### src/rtl/lpw_pkg.sv
package lpw_pkg;
    typedef enum logic [2:0] {
        ST_COLD,
        ST_RUN,
        ST_HALT,
        ST_MEAS,
        ST_ARMED,
        ST_WAKE
    } lpw_state_t;
endpackage

### src/rtl/lpw_wr_decode.sv
module lpw_wr_decode #(
    parameter int ADDR_W   = 7,
    parameter int DATA_W   = 16,
    parameter int PD_ADDR  = 'h26,
    parameter int RST_ADDR = 'h00,
    parameter int HALT_BIT = 12
) (
    input  logic              wr_en,
    input  logic [ADDR_W-1:0] wr_addr,
    input  logic [DATA_W-1:0] wr_data,
    output logic              halt_hit,
    output logic              rstreg_hit
);
    localparam logic [ADDR_W-1:0] PD_A  = ADDR_W'(PD_ADDR);
    localparam logic [ADDR_W-1:0] RST_A = ADDR_W'(RST_ADDR);

    always_comb begin
        halt_hit   = wr_en && (wr_addr == PD_A) && wr_data[HALT_BIT];
        rstreg_hit = wr_en && (wr_addr == RST_A);
    end
endmodule

### src/rtl/lpw_wake_timer.sv
module lpw_wake_timer #(
    parameter int WARM_CYCLES = 50
) (
    input  logic clk,
    input  logic rst_n,
    input  logic en,
    output logic reached
);
    localparam int CW = $clog2(WARM_CYCLES + 1);
    localparam logic [CW-1:0] LIM = CW'(WARM_CYCLES - 2);

    logic [CW-1:0] cnt;

    always_ff @(posedge clk or negedge rst_n) begin
        if (!rst_n) begin
            cnt <= '0;
        end else if (!en) begin
            cnt <= '0;
        end else if (cnt < LIM) begin
            cnt <= cnt + 1'b1;
        end
    end

    assign reached = (cnt >= LIM);

    // the pulse counter never runs past its threshold
    p_cnt_bound_r5: assert property (@(posedge clk) disable iff (!rst_n)
        cnt <= LIM);
endmodule

### src/rtl/lpw_fsm.sv
module lpw_fsm
    import lpw_pkg::*;
(
    input  logic       clk,
    input  logic       rst_n,
    input  logic       halt_hit,
    input  logic       rstreg_hit,
    input  logic       sync_in,
    input  logic       timer_done,
    output lpw_state_t state,
    output logic       timer_en,
    output logic       halt_bit_clr,
    output logic       reg_defaults
);
    lpw_state_t nxt;
    logic       rstw_q;

    always_comb begin
        nxt = state;
        unique case (state)
            ST_COLD:  nxt = ST_RUN;
            ST_RUN:   if (halt_hit) nxt = ST_HALT;
            ST_HALT:  if (sync_in) nxt = ST_MEAS;
            ST_MEAS: begin
                if (!sync_in)        nxt = ST_HALT;
                else if (timer_done) nxt = ST_ARMED;
            end
            ST_ARMED: if (!sync_in) nxt = ST_WAKE;
            ST_WAKE:  nxt = ST_RUN;
            default:  nxt = ST_COLD;
        endcase
    end

    always_ff @(posedge clk or negedge rst_n) begin
        if (!rst_n) begin
            state <= ST_COLD;
        end else begin
            state <= nxt;
        end
    end

    always_ff @(posedge clk or negedge rst_n) begin
        if (!rst_n) begin
            rstw_q <= 1'b0;
        end else begin
            rstw_q <= rstreg_hit && (state == ST_RUN);
        end
    end

    always_comb begin
        timer_en     = (state == ST_MEAS);
        halt_bit_clr = (state == ST_WAKE);
        reg_defaults = (state == ST_COLD) || rstw_q;
    end

    p_halt_on_write_r2: assert property (@(posedge clk) disable iff (!rst_n)
        (state == ST_RUN && halt_hit) |=> (state == ST_HALT));

    p_halt_holds_r4: assert property (@(posedge clk) disable iff (!rst_n)
        (state == ST_HALT && !sync_in) |=> (state == ST_HALT));

    p_short_sync_r5: assert property (@(posedge clk) disable iff (!rst_n)
        (state == ST_MEAS && !sync_in) |=> (state == ST_HALT));

    p_armed_waits_r6: assert property (@(posedge clk) disable iff (!rst_n)
        (state == ST_ARMED && sync_in) |=> (state == ST_ARMED));

    p_clr_single_r6: assert property (@(posedge clk) disable iff (!rst_n)
        halt_bit_clr |=> !halt_bit_clr && (state == ST_RUN));

    p_defaults_cause_r7: assert property (@(posedge clk) disable iff (!rst_n)
        (reg_defaults && state != ST_COLD) |-> ($past(state) == ST_RUN));
endmodule

### src/rtl/lpw_link_power.sv
module lpw_link_power
    import lpw_pkg::*;
#(
    parameter int ADDR_W      = 7,
    parameter int DATA_W      = 16,
    parameter int PD_ADDR     = 'h26,
    parameter int RST_ADDR    = 'h00,
    parameter int HALT_BIT    = 12,
    parameter int WARM_CYCLES = 50
) (
    input  logic              clk,
    input  logic              rst_n,
    input  logic              wr_en,
    input  logic [ADDR_W-1:0] wr_addr,
    input  logic [DATA_W-1:0] wr_data,
    input  logic              sync_in,
    input  logic              bit_clk_src,
    input  logic              sdata_src,
    output logic              bit_clk_out,
    output logic              sdata_in_out,
    output logic              link_halted,
    output logic              halt_bit_clr,
    output logic              reg_defaults
);
    lpw_state_t state;
    logic       halt_hit;
    logic       rstreg_hit;
    logic       timer_en;
    logic       timer_done;
    logic       running;

    lpw_wr_decode #(
        .ADDR_W  (ADDR_W),
        .DATA_W  (DATA_W),
        .PD_ADDR (PD_ADDR),
        .RST_ADDR(RST_ADDR),
        .HALT_BIT(HALT_BIT)
    ) u_dec (
        .wr_en     (wr_en),
        .wr_addr   (wr_addr),
        .wr_data   (wr_data),
        .halt_hit  (halt_hit),
        .rstreg_hit(rstreg_hit)
    );

    lpw_wake_timer #(
        .WARM_CYCLES(WARM_CYCLES)
    ) u_tmr (
        .clk    (clk),
        .rst_n  (rst_n),
        .en     (timer_en),
        .reached(timer_done)
    );

    lpw_fsm u_fsm (
        .clk         (clk),
        .rst_n       (rst_n),
        .halt_hit    (halt_hit),
        .rstreg_hit  (rstreg_hit),
        .sync_in     (sync_in),
        .timer_done  (timer_done),
        .state       (state),
        .timer_en    (timer_en),
        .halt_bit_clr(halt_bit_clr),
        .reg_defaults(reg_defaults)
    );

    always_comb begin
        running      = (state == ST_RUN);
        link_halted  = !running;
        bit_clk_out  = running && bit_clk_src;
        sdata_in_out = running && sdata_src;
    end

    // leaving the halt always passes through the halt-bit clear strobe or a cold reset
    p_wake_path_r6: assert property (@(posedge clk) disable iff (!rst_n)
        $fell(link_halted) |-> ($past(halt_bit_clr) || $past(reg_defaults)));
endmodule

### config.mk
export PLATFORM = sky130hd
export DESIGN_NAME = lpw_link_power
export DESIGN_NICKNAME = d
export VERILOG_FILES = /design/src/rtl/lpw_pkg.sv /design/src/rtl/lpw_wr_decode.sv /design/src/rtl/lpw_wake_timer.sv /design/src/rtl/lpw_fsm.sv /design/src/rtl/lpw_link_power.sv
export SDC_FILE = /design/constraint.sdc
export NUM_CORES = 1
export LEC_CHECK = 0
export BUFFER_PORTS_ARGS = -buffer_cell sky130_fd_sc_hd__buf_4
export CAP_MARGIN = 20
export CELL_PAD_IN_SITES_DETAIL_PLACEMENT = 2
export CELL_PAD_IN_SITES_GLOBAL_PLACEMENT = 2
export CORE_ASPECT_RATIO = 0.7
export CORE_MARGIN = 2
export CORE_UTILIZATION = 24
export CTS_CLUSTER_SIZE = 25
export DETAILED_ROUTE_END_ITERATION = 8
export PLACE_DENSITY = 0.83
export SKIP_LAST_GASP = 1
export SLEW_MARGIN = 20
export SYNTH_ARGS = -nofsm -noshare
export SYNTH_HDL_FRONTEND = slang
export SYNTH_SLANG_ARGS = --single-unit
### constraint.sdc
create_clock -name clk -period 3.6 [get_ports clk]
set_clock_uncertainty 0.15 [all_clocks]
set_input_delay 0 -clock clk [delete_from_list [all_inputs] [get_ports clk]]
set_output_delay 0 -clock clk [all_outputs]
set_load 0.02 [all_outputs]
## Word-level counts from Yosys, hierarchy flattened

Index checks and enable logic that the tools add are counted.

- $add $sub $neg: 1
- Order comparisons: 2
- Equality and inequality tests: 11
- Mux-type cells: 8
- Reductions and logical operators: 12

Operators by type and width:

| operator | number |
|---|---|
| $mux 3 | 5 |
| $pmux 3 s5 | 1 |
| $mux 6 | 2 |
| $ne 2x2->1 const B | 4 |
| $eq 7x6->1 const B | 1 |
| $logic_not 7->1 | 1 |
| $add 6x1->6 const B | 1 |
| $eq 3x2->1 const B | 2 |
| $eq 3x3->1 const B | 2 |
| $ge 6x6->1 const B | 1 |
| $logic_and 1x1->1 | 6 |
| $lt 6x6->1 const B | 1 |
| $reduce_and 4->1 | 1 |
| $eq 3x1->1 const B | 1 |
| $logic_not 3->1 | 1 |
| $ne 3x3->1 const B | 1 |
| $reduce_or 2->1 | 1 |
| $logic_not 1->1 | 1 |
| $logic_or 1x1->1 | 1 |

- Flip-flop bits (word level): 10
- Input bits: 29
- Logic and storage cells: 37

## Longest topological paths before layout

- Depth after elaboration: 5
- Depth in mapped cells: 4

## Modules after synthesis

From an unflattened synthesis, not the netlist that was laid out.

- Cells, all modules: 60
- Area, all modules: 601.8 sq um

By module, submodules not included:

| module | times used | cells each | area each (sq um) | seq. area each (sq um) |
|---|---|---|---|---|
| lpw_wake_timer | 1 | 29 | 297.8 | 150.1 |
| lpw_fsm | 1 | 23 | 237.7 | 100.1 |
| lpw_link_power | 1 | 3 | 33.8 | 0.0 |
| lpw_wr_decode | 1 | 5 | 32.5 | 0.0 |

## Worst setup path before layout

OpenSTA, ideal clock, no wires.

- Path type: register to register
- Start: reg u_fsm.state[2]
- End: reg u_fsm.state[1]
- Arrival: 1.109 ns
- Required time: 3.356 ns
- Slack: 2.247 ns
- Cell stages (with the launch flop): 5
- Buffers on the path: 0
- Cell sequence: dfrtp_1 -> and2b_4 -> nand2_4 -> a2bb2oi_2 -> a221oi_2

- Word-level cells in the longest chain between the ends: 3
- Elaborated cells between the ends (all ways): 13
- Classes of those cells: eq/ne: 9; mux: 1; reduce/logical: 3

Ends and longest elaborated chain:

| element | line | text |
|---|---|---|
| from (decl) | lpw_fsm.sv:10 | `output lpw_state_t state,` |
| from (signal assigned) | lpw_fsm.sv:38 | `state <= nxt;` |
| $eq 3x3->1, or another cell as far along | lpw_fsm.sv:20 | `unique case (state)` |
| $reduce_or 2->1 (no source line), or another cell as far along | - |  |
| $pmux 3 s5 / $reduce_and 4->1 (equally long branches) | - |  |

Several ways; a longest one is shown, not always the timed one.
A chain may end at the register's enable or synchronous reset.

## Worst setup path in the final report

- Start: in wr_addr[6]
- End: reg u_fsm.state[0]

- Word-level cells in the longest chain between the ends: 5

Ends and longest elaborated chain:

| element | line | text |
|---|---|---|
| from (decl) | lpw_link_power.sv:14 | `input logic [ADDR_W-1:0] wr_addr,` |
| $eq 7x6->1 | lpw_wr_decode.sv:18 | `halt_hit = wr_en && (wr_addr == PD_A) && wr_data[HALT_BIT];` |
| $logic_and 1x1->1 (2 in a row) | lpw_wr_decode.sv:18 |  |
| $ne 2x2->1 (no source line) | - |  |
| $reduce_and 4->1 (no source line) | - |  |

Every way passes these cells.

==> flow_summary.json <==
{
  "syn_nets": 89,
  "p_sw_w": 0.000112,
  "synthSimpleGateAreaFrac_pct": 35.0,
  "fin_setup_tns_ns": 0,
  "cts.reportedPaths.clkPinSlew_ns": 0.06,
  "finish.net_count": 118,
  "clkPwrFrac_pct": 28.1,
  "drtIter0Drc": 7,
  "final_layout_size_suffix_gt1_share_pct": 34.5,
  "cts_tree": "built",
  "timing.fmax_mhz": 506,
  "power_frac_comb_pct": 35.1,
  "holdPathEnd": "u_fsm.state[1]",
  "final_cell_mix": "buf_4, dfrtp_1, nand2_1, nor2_1, dlygate4sd3_1",
  "maxCapViolCount": 0,
  "ys_seq_elements": 10,
  "multi_input_area_um2": 307,
  "final_max_slew_viol_count": 0,
  "ir_drop_mv": 0.124,
  "grt-ovfl-total": 0,
  "final.min_clock_period_ns": 1.98,
  "post_cts_buffers": 0,
  "power_w": 0.000353,
  "ctsHtreeMaxLevel": 1,
  "core_mm2": 0.00222,
  "clk_latency_ns": 0.26,
  "vias": 578,
  "num_io_pins": 34,
  "r2r_slack_ns": 1.72,
  "die_x_um": 62.7,
  "worstRegToRegCells": 4,
  "p_seq_share_pct": 36.8,
  "relSlewSlack_pct": 69.3,
  "yosys_warnings": 0,
  "hold_slack_ns": 0.0970,
  "wire_per_inst_um": 15.1,
  "drt-total-wl_mm": 1.80,
  "cts.sinks": 10,
  "antenna_cells": 0,
  "start_kind": "input pin",
  "synth_area_per_cell_um2": 9.82,
  "yosys-mux-area-fraction_pct": 0,
  "cts-resized-gates": 0,
  "seq_area_frac_synth_pct": 43.2,
  "crit_path_cell_trace": "dlygate4sd3_1, buf_4, nor4_2, dlygate4sd3_1, nand3_1, a2bb2oi_2, o311ai_1",
  "drc_errors": 0,
  "fillers": 255,
  "ant_nets": 0,
  "register_area_um2": 250,
  "synthCells": 59,
  "yosys.area_share.adder_pct": 2.16,
  "swShare_pct": 31.6,
  "clockRootBuffer": "clkbuf_4",
  "initial_core_util_pct": 26.0,
  "outcome": "complete, no violations",
  "final_common_cell": "buf_4",
  "rr_endpoint": "u_fsm.rstw_q",
  "netlist-cell-type-count": 25,
  "dp_slack_ns": 2.09,
  "cp_slowest_cell": "dlygate4sd3_1",
  "antenna_found_initial": 0,
  "die_area_mm2": 0.00283,
  "timing.critical_path.mode_cell": "dlygate4sd3_1",
  "hold_viol": 0,
  "hp-start": "wr_addr[1]",
  "setup_viol": 0,
  "synth_xor_area_share_pct": 4.54,
  "track_usage_pct": 14.6,
  "worst_pin_slew_ns": 0.460,
  "grt_pass1_wl_mm": 3.00,
  "grt_max_degree": 11,
  "area_growth_pct": 46.0,
  "static-leakage-power_nw": 0.391,
  "crit_required_ns": 3.58,
  "port_buffers": 18,
  "clock_path_buffers": 2,
  "finalCritPeriodShare_pct": 54.9,
  "power.internal_w": 0.000241,
  "crit_fanout": 2,
  "cpLargestDelayFamily": "buffers and inverters",
  "rr_startpoint": "u_fsm.state[2]",
  "holdCritPathClass": "input pin to flip-flop",
  "synth-compound-area-share_pct": 11.2,
  "crit_path_end_kind": "flip-flop",
  "cts_hold_buf": 7,
  "layout_setup_ws_ns": 1.62,
  "firstDrtPassIters": 4,
  "p_per_area_mw_per_mm2": 417,
  "gp_congestion": 0.715,
  "max_stage_delay_ns": 0.61,
  "hpwl_mm": 1.27,
  "first_global_vias": 611,
  "num_rows": 14,
  "synth_top_family_by_area": "simple AND/OR/NAND/NOR gates",
  "critPathBufInv": 3,
  "cp.arrival_ns": 1.96,
  "min_path_cells": 4,
  "synth_area_um2": 579,
  "rsz0062_at_grt": "false",
  "critPathKind": "input pin to flip-flop",
  "routed_via_density": 4.86,
  "die_y_um": 45.1,
  "numCtsBuffers": 3
}
-- logic make-up (layout without fill, tap and decap cells) --
group / count (synthesis) / in the layout
fa+ha+maj: 1 / 1
simple gates: 35 / 35
flops: 10 / 10
buf+inv: 3 / 31
compound gates: 7 / 7
xor+xnor: 3 / 3
-- sequential cells by signal, indices dropped and copies added, names as in the netlist --
name and cells:
u_tmr.cnt 6, u_fsm.state 3, u_fsm.rstw_q 1
-- cell usage after synthesis, drive strengths merged --
master,count,area [um^2]
dfrtp,10,250
nand2,8,37.5
nor2,7,26.3
nand3,5,25.0
and2b,3,28.8
nor3,3,15.0
a31oi,2,12.5
and2,2,12.5
and4,2,17.5
inv,2,7.51
nor3b,2,15.0
xor2,2,17.5
a21oi,1,5.00
a221oi,1,15.0
a2bb2oi,1,15.0
and3,1,6.26
buf,1,15.0
ha,1,12.5
nor4,1,12.5
o311ai,1,8.76
o32ai,1,8.76
or2,1,6.26
xnor2,1,8.76
-- per-stage QoR --
step,std cells,instance area (um^2),utilization [%]
CTS,119,846,38.0
finish,119,846,38.0
floorplan,59,579,-
global route,119,846,38.0
global placement,108,739,33.2
detailed placement,108,739,33.2
-- layout make-up --
class	count	area share (%)
multi-input combinational	46	36.2
tap	32	4.73
inverter	2	0.888
timing repair buffer	25	24.3
clock buffer	4	4.29
sequential	10	29.6
-- worst min-delay path, stage by stage --
cell	delay, ns
buf_4	0.12
and4_1	0.14
nand3_1	0.13
a221oi_2	0.08
-- worst max-delay path by stage --
stage	cells past startpoint	endpoint	slack, ns	from
3_5_place_dp	4	u_fsm.state[1]	2.09	u_fsm.state[2]
4_1_cts	7	u_fsm.state[0]	1.73	wr_addr[6]
6_report	7	u_fsm.state[0]	1.62	wr_addr[6]
3_3_place_gp	4	u_fsm.state[1]	2.12	u_fsm.state[2]
2_1_floorplan	4	u_fsm.state[1]	2.25	u_fsm.state[2]
5_1_grt	7	u_fsm.state[0]	1.53	wr_addr[6]
-- routing by layer --
metal | track usage [%] | up-vias | wire, um
met5 | 0 | - | 0
met4 | 6.67 | 0 | 14
met3 | 2.49 | 2 | 41
met2 | 30.1 | 12 | 1070
met1 | 15.1 | 300 | 678
li1 | - | 264 | -
-- power groups by stage --
stage               clock [W]  combinational, W  sequential (W)
floorplan                   0         0.0000768        0.000127
CTS                  0.000105          0.000124        0.000130
global placement            0          0.000113        0.000131
detailed placement          0          0.000118        0.000132
finish              0.0000991          0.000124        0.000130
global route         0.000110          0.000135        0.000131
(Power assumes the default switching activity.)
